<file path="config.mk">
export PLATFORM = sky130hd
export DESIGN_NAME = line_irq_arbiter
export DESIGN_NICKNAME = d
export VERILOG_FILES = /design/src/rtl/irq_arb_pkg.sv /design/src/rtl/irq_lowest_first.sv /design/src/rtl/irq_pending_bank.sv /design/src/rtl/line_irq_arbiter.sv
export SDC_FILE = /design/constraint.sdc
export NUM_CORES = 1
export LEC_CHECK = 0
export BUFFER_PORTS_ARGS = -buffer_cell sky130_fd_sc_hd__buf_2
export CAP_MARGIN = 20
export CORE_UTILIZATION = 45
export DETAILED_ROUTE_END_ITERATION = 6
export HOLD_SLACK_MARGIN = 0.02
export PLACE_DENSITY = 0.77
export SYNTH_ARGS = -nofsm -noshare
export SYNTH_HDL_FRONTEND = slang
export SYNTH_HIERARCHICAL = 1
export SYNTH_SLANG_ARGS = --single-unit
</file>
<file path="constraint.sdc">
create_clock -name clk -period 2.5 [get_ports clk]
set_input_delay 0.25 -clock clk [delete_from_list [all_inputs] [get_ports clk]]
set_output_delay 0.25 -clock clk [all_outputs]
set_load 0.01 [all_outputs]
</file>
<file path="src/rtl/irq_arb_pkg.sv">
package irq_arb_pkg;
  localparam int LINE_STRIDE_LOG2 = 3;  // each line owns an 8-byte vector slot
  localparam int TX_SLOT_OFFSET   = 4;  // transmit vector sits 4 above receive
  localparam int NUM_DIRS         = 2;

  typedef enum logic {
    DIR_RX = 1'b0,
    DIR_TX = 1'b1
  } irq_dir_e;
endpackage

</file>
<file path="src/rtl/irq_lowest_first.sv">
module irq_lowest_first #(
  parameter int N = 16,
  localparam int IDX_W = (N > 1) ? $clog2(N) : 1
) (
  input  logic [N-1:0]     req_i,
  output logic             found_o,
  output logic [IDX_W-1:0] idx_o
);
  always_comb begin
    found_o = 1'b0;
    idx_o   = '0;
    for (int i = N - 1; i >= 0; i--) begin
      if (req_i[i]) begin
        found_o = 1'b1;
        idx_o   = IDX_W'(i);
      end
    end
  end

  // the chosen line is pending and no lower line is pending
  always_comb begin
    if (found_o === 1'b1) begin
      a_r4_lowest_pick: assert (req_i[idx_o] &&
        ((req_i & ((N'(1) << idx_o) - N'(1))) == '0));
    end
  end
endmodule

</file>
<file path="src/rtl/irq_pending_bank.sv">
module irq_pending_bank #(
  parameter int N = 16
) (
  input  logic         clk,
  input  logic         rst_n,
  input  logic [N-1:0] set_i,
  input  logic [N-1:0] clr_i,
  input  logic [N-1:0] ack_clr_i,
  input  logic [N-1:0] line_rst_i,
  input  logic [N-1:0] mask_i,
  output logic [N-1:0] pend_o,
  output logic         any_o
);
  logic [N-1:0] pend_q;
  logic [N-1:0] pend_d;

  // clears first, set overrides them, line reset and mask override everything
  assign pend_d = ((pend_q & ~clr_i & ~ack_clr_i) | set_i) & ~line_rst_i & mask_i;

  always_ff @(posedge clk or negedge rst_n) begin
    if (!rst_n) pend_q <= '0;
    else        pend_q <= pend_d;
  end

  assign pend_o = pend_q;
  assign any_o  = |pend_q;

  a_r3_set_wins: assert property (@(posedge clk) disable iff (!rst_n)
    ((set_i & mask_i & ~line_rst_i) != '0) |=>
      ((pend_o & $past(set_i & mask_i & ~line_rst_i)) == $past(set_i & mask_i & ~line_rst_i)));

  a_r2_request_follows_set: assert property (@(posedge clk) disable iff (!rst_n)
    ((set_i & mask_i & ~line_rst_i) != '0) |=> any_o);

  a_r8_line_reset_clears: assert property (@(posedge clk) disable iff (!rst_n)
    (line_rst_i != '0) |=> ((pend_o & $past(line_rst_i)) == '0));

  a_r9_inactive_lines_zero: assert property (@(posedge clk) disable iff (!rst_n)
    (mask_i != '1) |=> ((pend_o & ~$past(mask_i)) == '0));
endmodule

</file>
<file path="src/rtl/line_irq_arbiter.sv">
module line_irq_arbiter
  import irq_arb_pkg::*;
#(
  parameter int NLINES = 16,
  parameter int VEC_W  = 9,
  localparam int CNT_W = $clog2(NLINES + 1)
) (
  input  logic              clk,
  input  logic              rst_n,
  input  logic [CNT_W-1:0]  active_lines,
  input  logic [VEC_W-1:0]  vec_base,
  input  logic [NLINES-1:0] rx_set,
  input  logic [NLINES-1:0] rx_clr,
  input  logic [NLINES-1:0] tx_set,
  input  logic [NLINES-1:0] tx_clr,
  input  logic [NLINES-1:0] line_rst,
  input  logic              rx_ack,
  input  logic              tx_ack,
  output logic              rx_req,
  output logic              tx_req,
  output logic              vec_valid,
  output logic [VEC_W-1:0]  vec_out
);
  localparam int IDX_W = (NLINES > 1) ? $clog2(NLINES) : 1;

  // clamp the active count into 1..NLINES and build the line mask
  logic [CNT_W-1:0]  eff_cnt;
  logic [NLINES-1:0] act_mask;

  always_comb begin
    if (active_lines == '0)                  eff_cnt = CNT_W'(1);
    else if (active_lines > CNT_W'(NLINES))  eff_cnt = CNT_W'(NLINES);
    else                                     eff_cnt = active_lines;
  end

  for (genvar i = 0; i < NLINES; i++) begin : g_mask
    assign act_mask[i] = (eff_cnt > CNT_W'(i));
  end

  // per-direction pending banks and arbiters
  logic [NUM_DIRS-1:0][NLINES-1:0] set_v, clr_v, ack_clr_v, pend_v;
  logic [NUM_DIRS-1:0][IDX_W-1:0]  win_idx;
  logic [NUM_DIRS-1:0]             win_found, take, any_v;

  assign set_v[DIR_RX] = rx_set;
  assign set_v[DIR_TX] = tx_set;
  assign clr_v[DIR_RX] = rx_clr;
  assign clr_v[DIR_TX] = tx_clr;
  assign take[DIR_RX]  = rx_ack;
  assign take[DIR_TX]  = tx_ack & ~rx_ack;  // receive served first on a tie

  for (genvar d = 0; d < NUM_DIRS; d++) begin : g_dir
    irq_pending_bank #(.N(NLINES)) u_bank (
      .clk        (clk),
      .rst_n      (rst_n),
      .set_i      (set_v[d]),
      .clr_i      (clr_v[d]),
      .ack_clr_i  (ack_clr_v[d]),
      .line_rst_i (line_rst),
      .mask_i     (act_mask),
      .pend_o     (pend_v[d]),
      .any_o      (any_v[d])
    );

    irq_lowest_first #(.N(NLINES)) u_pick (
      .req_i   (pend_v[d]),
      .found_o (win_found[d]),
      .idx_o   (win_idx[d])
    );

    assign ack_clr_v[d] = (take[d] && win_found[d]) ? (NLINES'(1) << win_idx[d]) : '0;
  end

  assign rx_req = any_v[DIR_RX];
  assign tx_req = any_v[DIR_TX];

  // vector formation
  irq_dir_e         srv_dir;
  logic [VEC_W-1:0] vec_d;

  always_comb begin
    srv_dir = take[DIR_RX] ? DIR_RX : DIR_TX;
    if (win_found[srv_dir])
      vec_d = vec_base
            + (VEC_W'(win_idx[srv_dir]) << LINE_STRIDE_LOG2)
            + ((srv_dir == DIR_TX) ? VEC_W'(TX_SLOT_OFFSET) : '0);
    else
      vec_d = '0;
  end

  always_ff @(posedge clk or negedge rst_n) begin
    if (!rst_n) begin
      vec_valid <= 1'b0;
      vec_out   <= '0;
    end else begin
      vec_valid <= |take;
      if (|take) vec_out <= vec_d;
    end
  end

  // outputs quiet during reset
  always @(posedge clk) begin
    if (rst_n === 1'b0) begin
      a_r1_reset_quiet: assert (!rx_req && !tx_req && !vec_valid);
    end
  end

  a_r4_valid_after_ack: assert property (@(posedge clk) disable iff (!rst_n)
    (rx_ack || tx_ack) |=> vec_valid);

  a_r4_valid_only_after_ack: assert property (@(posedge clk) disable iff (!rst_n)
    !(rx_ack || tx_ack) |=> !vec_valid);

  a_r7_empty_rx_gives_zero: assert property (@(posedge clk) disable iff (!rst_n)
    (rx_ack && !rx_req) |=> (vec_valid && vec_out == '0));

  a_r10_tx_kept_on_tie: assert property (@(posedge clk) disable iff (!rst_n)
    (rx_ack && tx_ack && tx_req && tx_clr == '0 && line_rst == '0 && act_mask == '1) |=> tx_req);
endmodule

</file>
* Word level (Yosys, flattened, before mapping)
Cells that the tools add are included.
** Storage, ports and cells
- Register bits after elaboration :: 42
- Bits in latches :: 0
- RAM bits :: 0
- Memory bits (read-only) :: 0
- Input bits :: 98
- Output and inout bits :: 12
- Logic and storage cells :: 124
- Memories kept :: 0
** Cells by class
- Add/subtract/negate cells :: 2
- $mul :: 0
- Div/mod/pow operators :: 0
- Order comparisons :: 18
- Eq/ne operators :: 0
- Shift operators :: 2
- Muxes and demuxes :: 75
- Bitwise gates (word level) :: 17
- Reductions and logical operators :: 6
** Operators by type and width (count)
- $mux W4 :: 34
- $and A16 B16 Y16 :: 8
- $not A16 Y16 :: 5
- $gt A5 B4 Y1 const B :: 8
- $mux W1 :: 35
- $mux W16 :: 2
- $or A16 B16 Y16 :: 2
- $reduce_or A16 Y1 :: 2
- $shl A1 B4 Y16 const A :: 2
- $gt A5 B3 Y1 const B :: 4
- $gt A5 B1 Y1 const B :: 2
- $gt A5 B2 Y1 const B :: 2
- $mux W5 :: 2
- $add A9 B3 Y9 :: 1
- $add A9 B7 Y9 :: 1
- $mux W9 :: 1
- $gt A5 B5 Y1 const B :: 1
- $logic_not A5 Y1 :: 1
- $mux W3 :: 1
- $logic_and A1 B1 Y1 :: 2
- $lt A1 B2 Y1 const B :: 1
- $reduce_or A2 Y1 :: 1
- $and A1 B1 Y1 :: 1
- $not A1 Y1 :: 1

* Longest topological paths before layout
Gate-level depths: netlist (run 1).
- Depth after elaboration :: 23
- Mapped depth :: 11
- Depth with buffers taken out :: 11

* By module
The synthesis (run 1) kept the hierarchy.
** Modules (own cells, without submodules)
- irq_pending_bank :: instances 2, cells each 69, area each 787.0 µm², sequential area each 400.4 µm²
- line_irq_arbiter :: instances 1, cells each 130, area each 1019.7 µm², sequential area each 250.2 µm²
- irq_lowest_first :: instances 2, cells each 33, area each 178.9 µm², sequential area each 0.0 µm²

* Least setup slack after synthesis (run 1)
OpenSTA, ideal clock, no wires.
- Path kind :: register to register
- From :: register g_dir[1].u_bank.pend_q[14]
- To :: register vec_out[7]
- Library setup time :: 0.122 ns
- Data arrival time :: 2.334 ns
- Required time :: 2.378 ns
- Path slack :: 0.045 ns
- Cell stages (with the launch flop) :: 11
- Path buffers :: 0
- Period minus slack after synthesis :: 2.455 ns
- Path through :: dfrtp_1 > inv_1 > a21oi_1 > o311a_2 > o22ai_1 > mux2_2 > ha_1 > a21o_1 > nand4_1 > nand4_1 > a32o_1
** RTL lines
- from (decl) :: line irq_pending_bank.sv:14 : logic [N-1:0] pend_q;
- from (signal assigned) :: line irq_pending_bank.sv:22 : else pend_q <= pend_d;
- to (signal assigned) :: line line_irq_arbiter.sv:97 : if (|take) vec_out <= vec_d;
- to (decl) :: line line_irq_arbiter.sv:22 : output logic [VEC_W-1:0] vec_out

==> impl_metrics.toml, run 1 <==
[worst_setup_path]
worstPathRequired_ns = 2.69
r2r-end = "vec_out[8]"
startpoint_type = "register"
r2r_slack_ns = 0.01
cp.arrival_ns = 2.68
r2r_start = "g_dir[0].u_bank/pend_o[15]"
end_kind = "register"
crit_fanout = 4
reg2reg_depth = 11
criticalPathCategory = "reg2reg"

[clocking]
cts_tree = "yes"
cts_root_buf = "clkbuf_8"
numClockSinks = 42
clk_latency_ns = 0.31
path_clk_slew_ns = 0.08
htreeDepth = 2
cts_made_buffers = 5
clk_path_buf_depth = 2

[timing]
worst_pin_slew_ns = 0.995
setup_violations = 0
finalHoldViolations = 0
post-route-min-period_ns = 2.49
clock_skew_ns = 0.0130
fin_setup_tns_ns = 0
fin_crit_sh_pct = 99.5
slew_headroom_pct = 33.7
clock.fmax_ghz = 0.402
drv_slew = 0
setup_slack_ns = 0.0121

[drt]
viasPerCell = 5.72
routed_wl_um = 9940
wl_per_cell_um = 18.4
drc = 2
drtPass1Iterations = 7
vias = 3094
drtIter0Drc = 231
ant_nets = 0

[logic_synthesis]
synth_seq_cells = 42
ys.flop_type = "dfrtp_1"
post_synth.cell_area_avg_um2 = 8.84
async_flop_share_pct = 100
ys.warnings.count = 6
syn_area_um2 = 2950
seq_area_frac_synth_pct = 35.6
synth_edf_count = 0
synth_cell_types = 45
synth_cells = 334

[power]
leakage_uw = 0.00219
cellPowerDensity_nw_per_um2 = 513
peakVddDrop_v = 0.000344

[global_routing]
grt_remaining_overflow = 0
grt_pass1_vias = 2992
grt_pass1_wl_um = 15500
grt_usage_pct = 28.7
grt_antenna_before_repair = 0
grt_max_degree = 43

[floorplanning]
dieArea_um2 = 6890
initial_utilization_pct = 46.5
ioPinCount = 110
die_w_um = 83.0
rows = 29
die_h_um = 83.0
coreArea_um2 = 6350

[placement]
portBuffers = 109
dp.cells = 530
dpl_cell_area_um2 = 3670
routabilityCongestion = 0.951
pre_cts_slack_ns = -0.0971
hpwlAfterDp_um = 7770

[run_status]
outcome = "finished with violations"
violations = "design-rule violations"

[cells_and_area]
nNetsFinal = 567
antenna_cells = 0
multi_input_area_um2 = 1830
design_area_um2 = 3940
seq_area_um2 = 1060
instances_no_fill = 541
areaGrowthSynthToFinish_pct = 33.4
nFillCells = 562
drive_above_1_share_pct = 40.5

[worst_hold_path]
hold_path_class = "in2async"

[flow_run]
maxCapViolations = 0
[stage by stage]
stage / utilization [%] / power (µW) / hold WS (ns)
final: 62.0 / 2020 / 0.0954
after global routing: 62.0 / 2120 / 0.166
after CTS: 59.8 / 1970 / 0.139
after detailed placement: 57.9 / 1410 / 0.473
after global placement: 57.9 / 1400 / 0.459
after floorplan: - / 1140 / -0.0456
[worst max path at each step]
stage                                    start          to  slack (ns)  cells past startpoint
floorplan           g_dir[1].u_bank/pend_o[14]  vec_out[7]        0.04                     10
global placement    g_dir[0].u_bank/pend_o[15]  vec_out[8]        0.06                     11
detailed placement   g_dir[1].u_bank/pend_o[7]  vec_out[8]        -0.1                      9
CTS                 g_dir[1].u_bank/pend_o[10]  vec_out[8]       0.004                     10
global route         g_dir[1].u_bank/pend_o[6]  vec_out[7]       -0.07                      7
finish              g_dir[0].u_bank/pend_o[15]  vec_out[8]        0.01                     11
[registers in the layout (all words and copies together) (netlist names)]
signal / count
g_dir.u_bank/pend_o: 32
vec_out: 9
vec_valid: 1
[layout by cell type (no fill, tap or decap), types with 5 or more instances in the layout]
cell type / netlist / routed
nor2_2: 1 / 5
a21oi_1: 12 / 9
dfrtp_1: 42 / 34
nor3b_2: 6 / 7
nand2_1: 22 / 22
a22o_1: 8 / 8
nor3_1: 10 / 8
nor3b_1: 28 / 26
dfrtp_2: 0 / 8
nand4_1: 7 / 7
nor2_1: 40 / 36
nor4_1: 8 / 8
buf_2: 1 / 109
inv_1: 44 / 44
nor3_2: 3 / 5
buf_4: 0 / 17
nand2b_1: 5 / 5
clkbuf_8: 0 / 5
o211a_1: 32 / 32
[metal layers]
| layer | track usage [%] | vias to the layer above | routed length, µm |
|---|---|---|---|
| li1 | - | 1462 | - |
| met1 | 39.1 | 1471 | 4390 |
| met2 | 45.9 | 140 | 4670 |
| met3 | 5.67 | 21 | 619 |
| met4 | 8.93 | 0 | 260 |
| met5 | 0 | - | 0 |
[critical path: stages, from the launching register on]
cell	delay (ns)
dfrtp_1	0.45
nor2_2	0.18
nor3_2	0.07
o31ai_2	0.28
a31oi_2	0.16
nand2_1	0.10
o21ai_1	0.07
ha_1	0.36
a21o_1	0.24
o2bb2ai_2	0.14
xor2_1	0.15
a22o_1	0.19
[cell families (layout without fill, tap and decap cells)]
family | after synthesis | after routing | share of synthesized area (%)
simple gates | 152 | 152 | 31.2
compound gates | 78 | 78 | 21.8
buf+inv | 49 | 178 | 6.53
flops | 42 | 42 | 35.6
fa+ha+maj | 6 | 6 | 2.80
xor+xnor | 4 | 4 | 1.19
mux | 2 | 2 | 0.763
other cells | 1 | 2 | 0.127
[cells in the mapped netlist (all sizes together) (3+ instances only)]
| cell type | number | share of area [%] |
|---|---|---|
| o21bai | 4 | 1.0 |
| a22o | 8 | 2.4 |
| o21ai | 6 | 1.1 |
| a21o | 4 | 1.0 |
| nor3 | 13 | 2.7 |
| o211a | 32 | 11 |
| nand4 | 7 | 1.5 |
| nand2b | 5 | 1.1 |
| inv | 44 | 5.6 |
| nand2 | 23 | 3.2 |
| dfrtp | 42 | 36 |
| nor2 | 41 | 5.3 |
| and3 | 3 | 0.64 |
| ha | 5 | 2.1 |
| clkbuf | 3 | 0.38 |
| nor3b | 34 | 9.7 |
| nand3 | 4 | 0.68 |
| or3 | 5 | 1.6 |
| a21oi | 12 | 2.0 |
| nor4 | 12 | 3.4 |
[where the power goes]
group          switching (µW)  internal, µW
combinational             340           308
sequential               73.1           741
clock                     261           299
total                     674          1350
[final cells by class]
class	instances	share of cell area (%)
clock buffer	6	1.84
inverter	44	4.19
multi-input combinational	244	46.5
clock inverter	2	0.953
tap	77	2.45
timing repair buffer	126	17.1
sequential	42	26.9
[repair_timing]
action                                  in CTS  in global routing
buffers inserted                             0                  3
hold buffers                                 0                  0
pin swaps                                    0                  7
resized for setup                            2                 32
endpoints found under the setup margin       2                  5
Power figures use the tool's default switching activity.
==> inputs of run 2 (changes only) <==
- ABC_AREA: unset -> 1
- CORE_UTILIZATION: 45 -> 46
==> run 2 against run 1 <==
  * The run now ends clean
  * Synthesized area rose by 14%
  * Fmax rose by 3.7%
  * Sequential share of layout area fell by 2.6 points
  * Clock power fell by 20%
  * Critical endpoint is now vec_out[6]
  * Largest power group unchanged
  * Power fell by 5.7%
  * Core utilization rose by 0.44 points
  * Final area rose by 9.5%
==> impl_metrics.toml, run 2 <==
[timing]
fin_crit_sh_pct = 95.9
whs_ns = 0.169
setup_violations = 0
post-route-min-period_ns = 2.40
clock.fmax_ghz = 0.417
clock_skew_ns = 0.00938
drv_slew = 0
rsz0062_at_grt = "yes"
finalHoldViolations = 0

[global_routing]
grt_max_degree = 43
grt_pass1_wl_um = 15600
grt_usage_pct = 26.6
grt_pass1_vias = 3442
grt_remaining_overflow = 0
grt_antenna_before_repair = 0

[floorplanning]
dieArea_um2 = 7630
rows = 30
initial_utilization_pct = 48.5
die_h_um = 87.4
coreArea_um2 = 6910
die_w_um = 87.4
ioPinCount = 110

[logic_synthesis]
ys_top_cells_by_count = "136 x inv_1, 123 x nand2_1, 70 x nor2_1"
yosys.cell_count.top_type = "inv_1"
synth_top_area_share_pct = 31.4
post_synth.cell_area_avg_um2 = 6.13
ys.flop_type = "dfrtp_1"
ys.warnings.count = 6
async_flop_share_pct = 100
syn_area_um2 = 3350
seq_area_frac_synth_pct = 31.4
synth_top_cell_by_area = "dfrtp_1"
synth_seq_cells = 42
synth_area_leaders = "dfrtp_1 31%, inv_1 15%, nand2_1 14%"
synth_edf_count = 0
synth_cell_types = 29
synth_cells = 547

[drt]
drtPass1Iterations = 5
wl_per_cell_um = 12.6
routed_wl_um = 9740
drc = 0
ant_nets = 0
drtIter0Drc = 196
vias = 3732
viasPerCell = 4.81

[worst_setup_path]
startpoint_type = "register"
r2r_start = "g_dir[1].u_bank/pend_o[14]"
setup.worst_path.end = "vec_out[6]"
reg2reg_depth = 24
r2r_slack_ns = 0.10
criticalPathCategory = "reg2reg"
worstPathRequired_ns = 2.70
cp-startpoint = "g_dir[1].u_bank/pend_o[14]"
cp.arrival_ns = 2.60
crit_fanout = 4
r2r-end = "vec_out[6]"
end_kind = "register"

[power]
peakVddDrop_v = 0.000201
netSwitchingFraction_pct = 35.1
combinationalPowerShare_pct = 35.8
internal-power_uw = 1240
leakage_uw = 0.00243
pwr-share-seq_pct = 40.8
cellPowerDensity_nw_per_um2 = 442
clkPwrFrac_pct = 23.4
power.net_switching_uw = 669

[clocking]
path_clk_slew_ns = 0.08
clk_path_buf_depth = 2
cts_made_buffers = 5
htreeDepth = 2
numClockSinks = 42
clk_latency_ns = 0.30
cts_tree = "yes"
cts_root_buf = "clkbuf_8"

[worst_hold_path]
holdPathStages = 3
hold_path_class = "in2reg"

[placement]
portBuffers = 109
routabilityCongestion = 1.04
hpwlAfterDp_um = 8020

[cells_and_area]
nNetsFinal = 785
largest_reg_flops = 32
final_cell_mix = "136 x inv_1, 123 x nand2_1, 109 x buf_2, 70 x nor2_1, 42 x dfrtp_1"
antenna_cells = 0
drive_above_1_share_pct = 25.3
final_common_cell = "inv_1"
final_util_pct = 62.4
areaGrowthSynthToFinish_pct = 28.7

[flow_run]
maxCapViolations = 0

[run_status]
outcome = "completed"
[run 2: layer usage]
metal	vias to the layer above	wire length, µm	global-route usage (%)
li1	1916	-	-
met1	1654	4520	36.6
met2	139	4410	43.0
met3	23	593	3.70
met4	0	217	8.64
met5	-	0	0
[run 2: worst min-delay path by stage]
stage                                      to  startpoint  slack (ns)
finish              g_dir[1].u_bank/pend_o[0]   tx_set[0]        0.17
global route        g_dir[1].u_bank/pend_o[5]   tx_set[5]        0.17
CTS                                vec_out[7]       rst_n        0.14
detailed placement                 vec_out[3]  vec_out[3]        0.46
global placement                   vec_out[6]       rst_n        0.46
floorplan           g_dir[0].u_bank/pend_o[0]       rst_n       -0.05
[run 2: cell families (layout without fill, tap and decap cells)]
group / count (synthesis) / count (layout) / synth area share, %
and+or+nand+nor: 287 / 287 / 39.3
adders and majority gates: 6 / 6 / 2.46
AOI/OAI and AO/OA: 56 / 56 / 9.00
buffers and inverters: 155 / 287 / 17.7
DFF: 42 / 42 / 31.4
other: 1 / 2 / 0.112
[run 2: timing repair]
| action | 4_1_cts | 5_1_grt |
|---|---|---|
| buffers inserted | 0 | 1 |
| hold endpoints to repair | 0 | 12 |
| pin swaps | 0 | 3 |
| setup endpoints to repair | 1 | 5 |
| resized for setup | 1 | 14 |
| hold buffers | 0 | 1 |
[run 2: through the flow]
step | setup TNS (ns) | setup WS, ns | power, µW | area, µm² | cells
4_1_cts | 0 | 0.0672 | 1890 | 4210 | 773
3_3_place_gp | 0 | 0.0566 | 1420 | 4130 | 767
5_1_grt | -0.327 | -0.129 | 2040 | 4310 | 776
3_5_place_dp | -0.000955 | -0.000955 | 1430 | 4130 | 767
6_report | 0 | 0.102 | 1910 | 4310 | 776
2_1_floorplan | 0 | 0.184 | 1170 | 3360 | 548
[run 2: power by group through the flow]
stage | Combinational [µW] | Sequential [µW] | Clock (µW)
2_1_floorplan | 373 | 798 | 0
3_3_place_gp | 636 | 788 | 0
3_5_place_dp | 643 | 791 | 0
4_1_cts | 647 | 778 | 461
5_1_grt | 768 | 785 | 488
6_report | 682 | 778 | 446
[run 2: critical path, stage by stage (launching register included)]
cell and delay, ns:
dfrtp_1 0.39, inv_1 0.05, nand2_1 0.05, nand2_1 0.04, nand2_1 0.05, nand2_1 0.04, nand2_1 0.05, nand2_1 0.04
nand2_1 0.05, nand2_1 0.05, nand2_1 0.06, nand2_1 0.05, nand2_1 0.05, nand2_1 0.04, nand2_1 0.07, a21oi_2 0.06
inv_1 0.08, o21ai_1 0.06, buf_4 0.16, fa_2 0.39, nand3_2 0.09, nand2_1 0.06, or2_1 0.20, nand3_1 0.06
nand2_1 0.05
[run 2: final cells by class]
type | instances | area [µm²]
repair buffers | 130 | 718
inverters | 151 | 567
clock buffers | 6 | 82.6
fillers | 708 | 2590
flip-flops and latches | 42 | 1050
multi-input cells | 351 | 1770
well taps | 96 | 120
==> inputs of run 3 (changes only) <==
- BUFFER_PORTS_ARGS: -buffer_cell sky130_fd_sc_hd__buf_2 -> unset
- CAP_MARGIN: 20 -> unset
- DONT_BUFFER_PORTS: unset -> 1
- PLACE_DENSITY: 0.77 -> unset
==> run 3 against run 2 <==
  * Flip-flop and latch count unchanged
  * Setup slack got worse by 0.027 ns
  * Critical path depth decreased by 7
  * Final cell count shrank 14%
  * Via count fell by 11%
  * Hold slack lost 0.11 ns
  * Sequential share of layout area is 3.6 points higher
  * Global-route usage decreased by 1.3 points
  * Highest routed layer unchanged
==> impl_metrics.toml, run 3 (synthesis gave the netlist of run 2 again) <==
[worst_setup_path]
cp_top_family = "simple AND/OR/NAND/NOR gates"
worstPathRequired_ns = 2.69
worst-path-buf-inv = 1
slowest_delay_ns = 0.42
r2r_start = "g_dir[1].u_bank/pend_o[14]"
setup.worst_path.end = "vec_out[8]"
crit_slowest_cell = "dfrtp_1"
cp.arrival_ns = 2.62
reg2reg_depth = 17
crit_fanout = 7
crit_path_cell_trace = "or2_4, nand3_1, nand3_1, nand3_2, nand3_2, a21oi_2, nor3_1, inv_1, o21ai_1, ha_2, nand2_1, nor2_1, nand2_1, nand3_1, nand2_1, nand3_1, nand2_1"
end_kind = "register"
criticalPathCategory = "reg2reg"
r2r_slack_ns = 0.08
startpoint_type = "register"
cp-startpoint = "g_dir[1].u_bank/pend_o[14]"
r2r-end = "vec_out[8]"
cp.depth = 17

[drt]
drtPass1Iterations = 4
drc = 0
routed_wl_um = 9480
vias = 3328
drtIter0Drc = 159
viasPerCell = 5.00
ant_nets = 0
wl_per_cell_um = 14.3

[global_routing]
grt_util_met1_pct = 34.6
grt_use_met3_pct = 5.02
grt_usage_pct = 25.3
grt_max_degree = 43
grt_pass1_wl_um = 14800
grt_antenna_before_repair = 0
grt_pass1_vias = 3181
grt_remaining_overflow = 0
busiest_layer = "met2"
met2_usage_pct = 41.6

[timing]
clock.fmax_ghz = 0.412
setup_slack_ns = 0.0751
clock_skew_ns = 0.00594
finalHoldViolations = 0
setup_violations = 0
rsz0062_at_grt = "yes"
post-route-min-period_ns = 2.42
slew_headroom_pct = 66.7
drv_slew = 0
fin_crit_sh_pct = 97.0
worst_pin_slew_ns = 0.498

[placement]
hpwlAfterDp_um = 7650
portBuffers = 0
routabilityCongestion = 0.924
pre_cts_slack_ns = 0.0167

[floorplanning]
rows = 30
initial_utilization_pct = 48.5
dieArea_um2 = 7630
ioPinCount = 110
coreArea_um2 = 6910
die_h_um = 87.4
die_w_um = 87.4

[clocking]
clk_path_buf_depth = 2
clk_latency_ns = 0.30
path_clk_slew_ns = 0.09
cts_made_buffers = 5
numClockSinks = 42
cts_tree = "yes"
cts_root_buf = "clkbuf_8"
htreeDepth = 2

[cells_and_area]
seq_area_um2 = 1050
nNetsFinal = 673
areaGrowthSynthToFinish_pct = 12.0
final_common_cell = "inv_1"
largest_reg_flops = 32
antenna_cells = 0
multi_input_area_um2 = 1780
nFillCells = 772
final_cell_mix = "136 x inv_1, 120 x nand2_1, 70 x nor2_1, 42 x dfrtp_1"
drive_above_1_share_pct = 10.7

[flow_run]
maxCapViolations = 0

[power]
cellPowerDensity_nw_per_um2 = 478
power_uw = 1790
leakage_uw = 0.00199
peakVddDrop_v = 0.000197

[worst_hold_path]
hold_path_class = "in2reg"
worstHoldStart = "tx_set[6]"
holdPathStages = 2

[run_status]
outcome = "completed"
-- run 3: changes by cell type in the layout (fill, tap and decap cells not counted), moves of 3 or more --
cell,delta
buf_2,-109
buf_4,-3
nand2_1,-3
nand2_2,+3
-- run 3: how the worst min path moves through the flow --
| stage | end | slack [ns] |
|---|---|---|
| 2_1_floorplan | g_dir[0].u_bank/pend_o[0] | -0.05 |
| 3_3_place_gp | vec_out[6] | -0.04 |
| 3_5_place_dp | vec_out[6] | -0.04 |
| 4_1_cts | g_dir[1].u_bank/pend_o[0] | 0.06 |
| 5_1_grt | g_dir[0].u_bank/pend_o[3] | 0.06 |
| 6_report | g_dir[1].u_bank/pend_o[6] | 0.06 |
-- run 3: per-layer routing --
metal | wire (µm) | part of all wire [%]
met1 | 4360 | 46
met2 | 4260 | 45
met4 | 125 | 1.3
met5 | 0 | 0
met3 | 738 | 7.8
-- run 3: cell type report --
cell class | count | area share, %
clock buffer | 5 | 1.83
clock inverter | 2 | 0.267
inverter | 151 | 15.1
multi-input combinational | 351 | 47.4
sequential | 42 | 28.0
tap | 96 | 3.20
timing repair buffer | 18 | 4.20
-- run 3: power by group --
part	internal (µW)	switching, µW
clock network	188	251
logic	218	340
registers	735	62.6
-- run 3: repair_timing --
| action | 4_1_cts | 5_1_grt |
|---|---|---|
| buffers inserted | 0 | 4 |
| pin swaps | 0 | 13 |
| gates resized for setup | 1 | 19 |
| endpoints found under the setup margin | 1 | 6 |
| endpoints found under the hold margin | 42 | 0 |
| hold buffers | 2 | 0 |
-- run 3: through the flow --
stage               setup TNS, ns  util (%)  cells  instance area (µm²)  hold WS (ns)
floorplan                       0         -    548                 3360       -0.0456
finish                          0      54.4    665                 3750        0.0630
global placement                0      51.2    652                 3540       -0.0447
CTS                             0      52.9    661                 3650        0.0601
global route               -0.567      54.4    665                 3750        0.0591
detailed placement              0      51.2    652                 3540       -0.0446
-- run 3: worst reg2reg max path, stage by stage, from the launching register on --
cell     delay, ns
dfrtp_1       0.42
or2_4         0.27
nand3_1       0.07
nand3_1       0.08
nand3_2       0.08
nand3_2       0.09
a21oi_2       0.12
nor3_1        0.06
inv_1         0.15
o21ai_1       0.09
ha_2          0.40
nand2_1       0.07
nor2_1        0.09
nand2_1       0.08
nand3_1       0.07
nand2_1       0.05
nand3_1       0.06
nand2_1       0.06
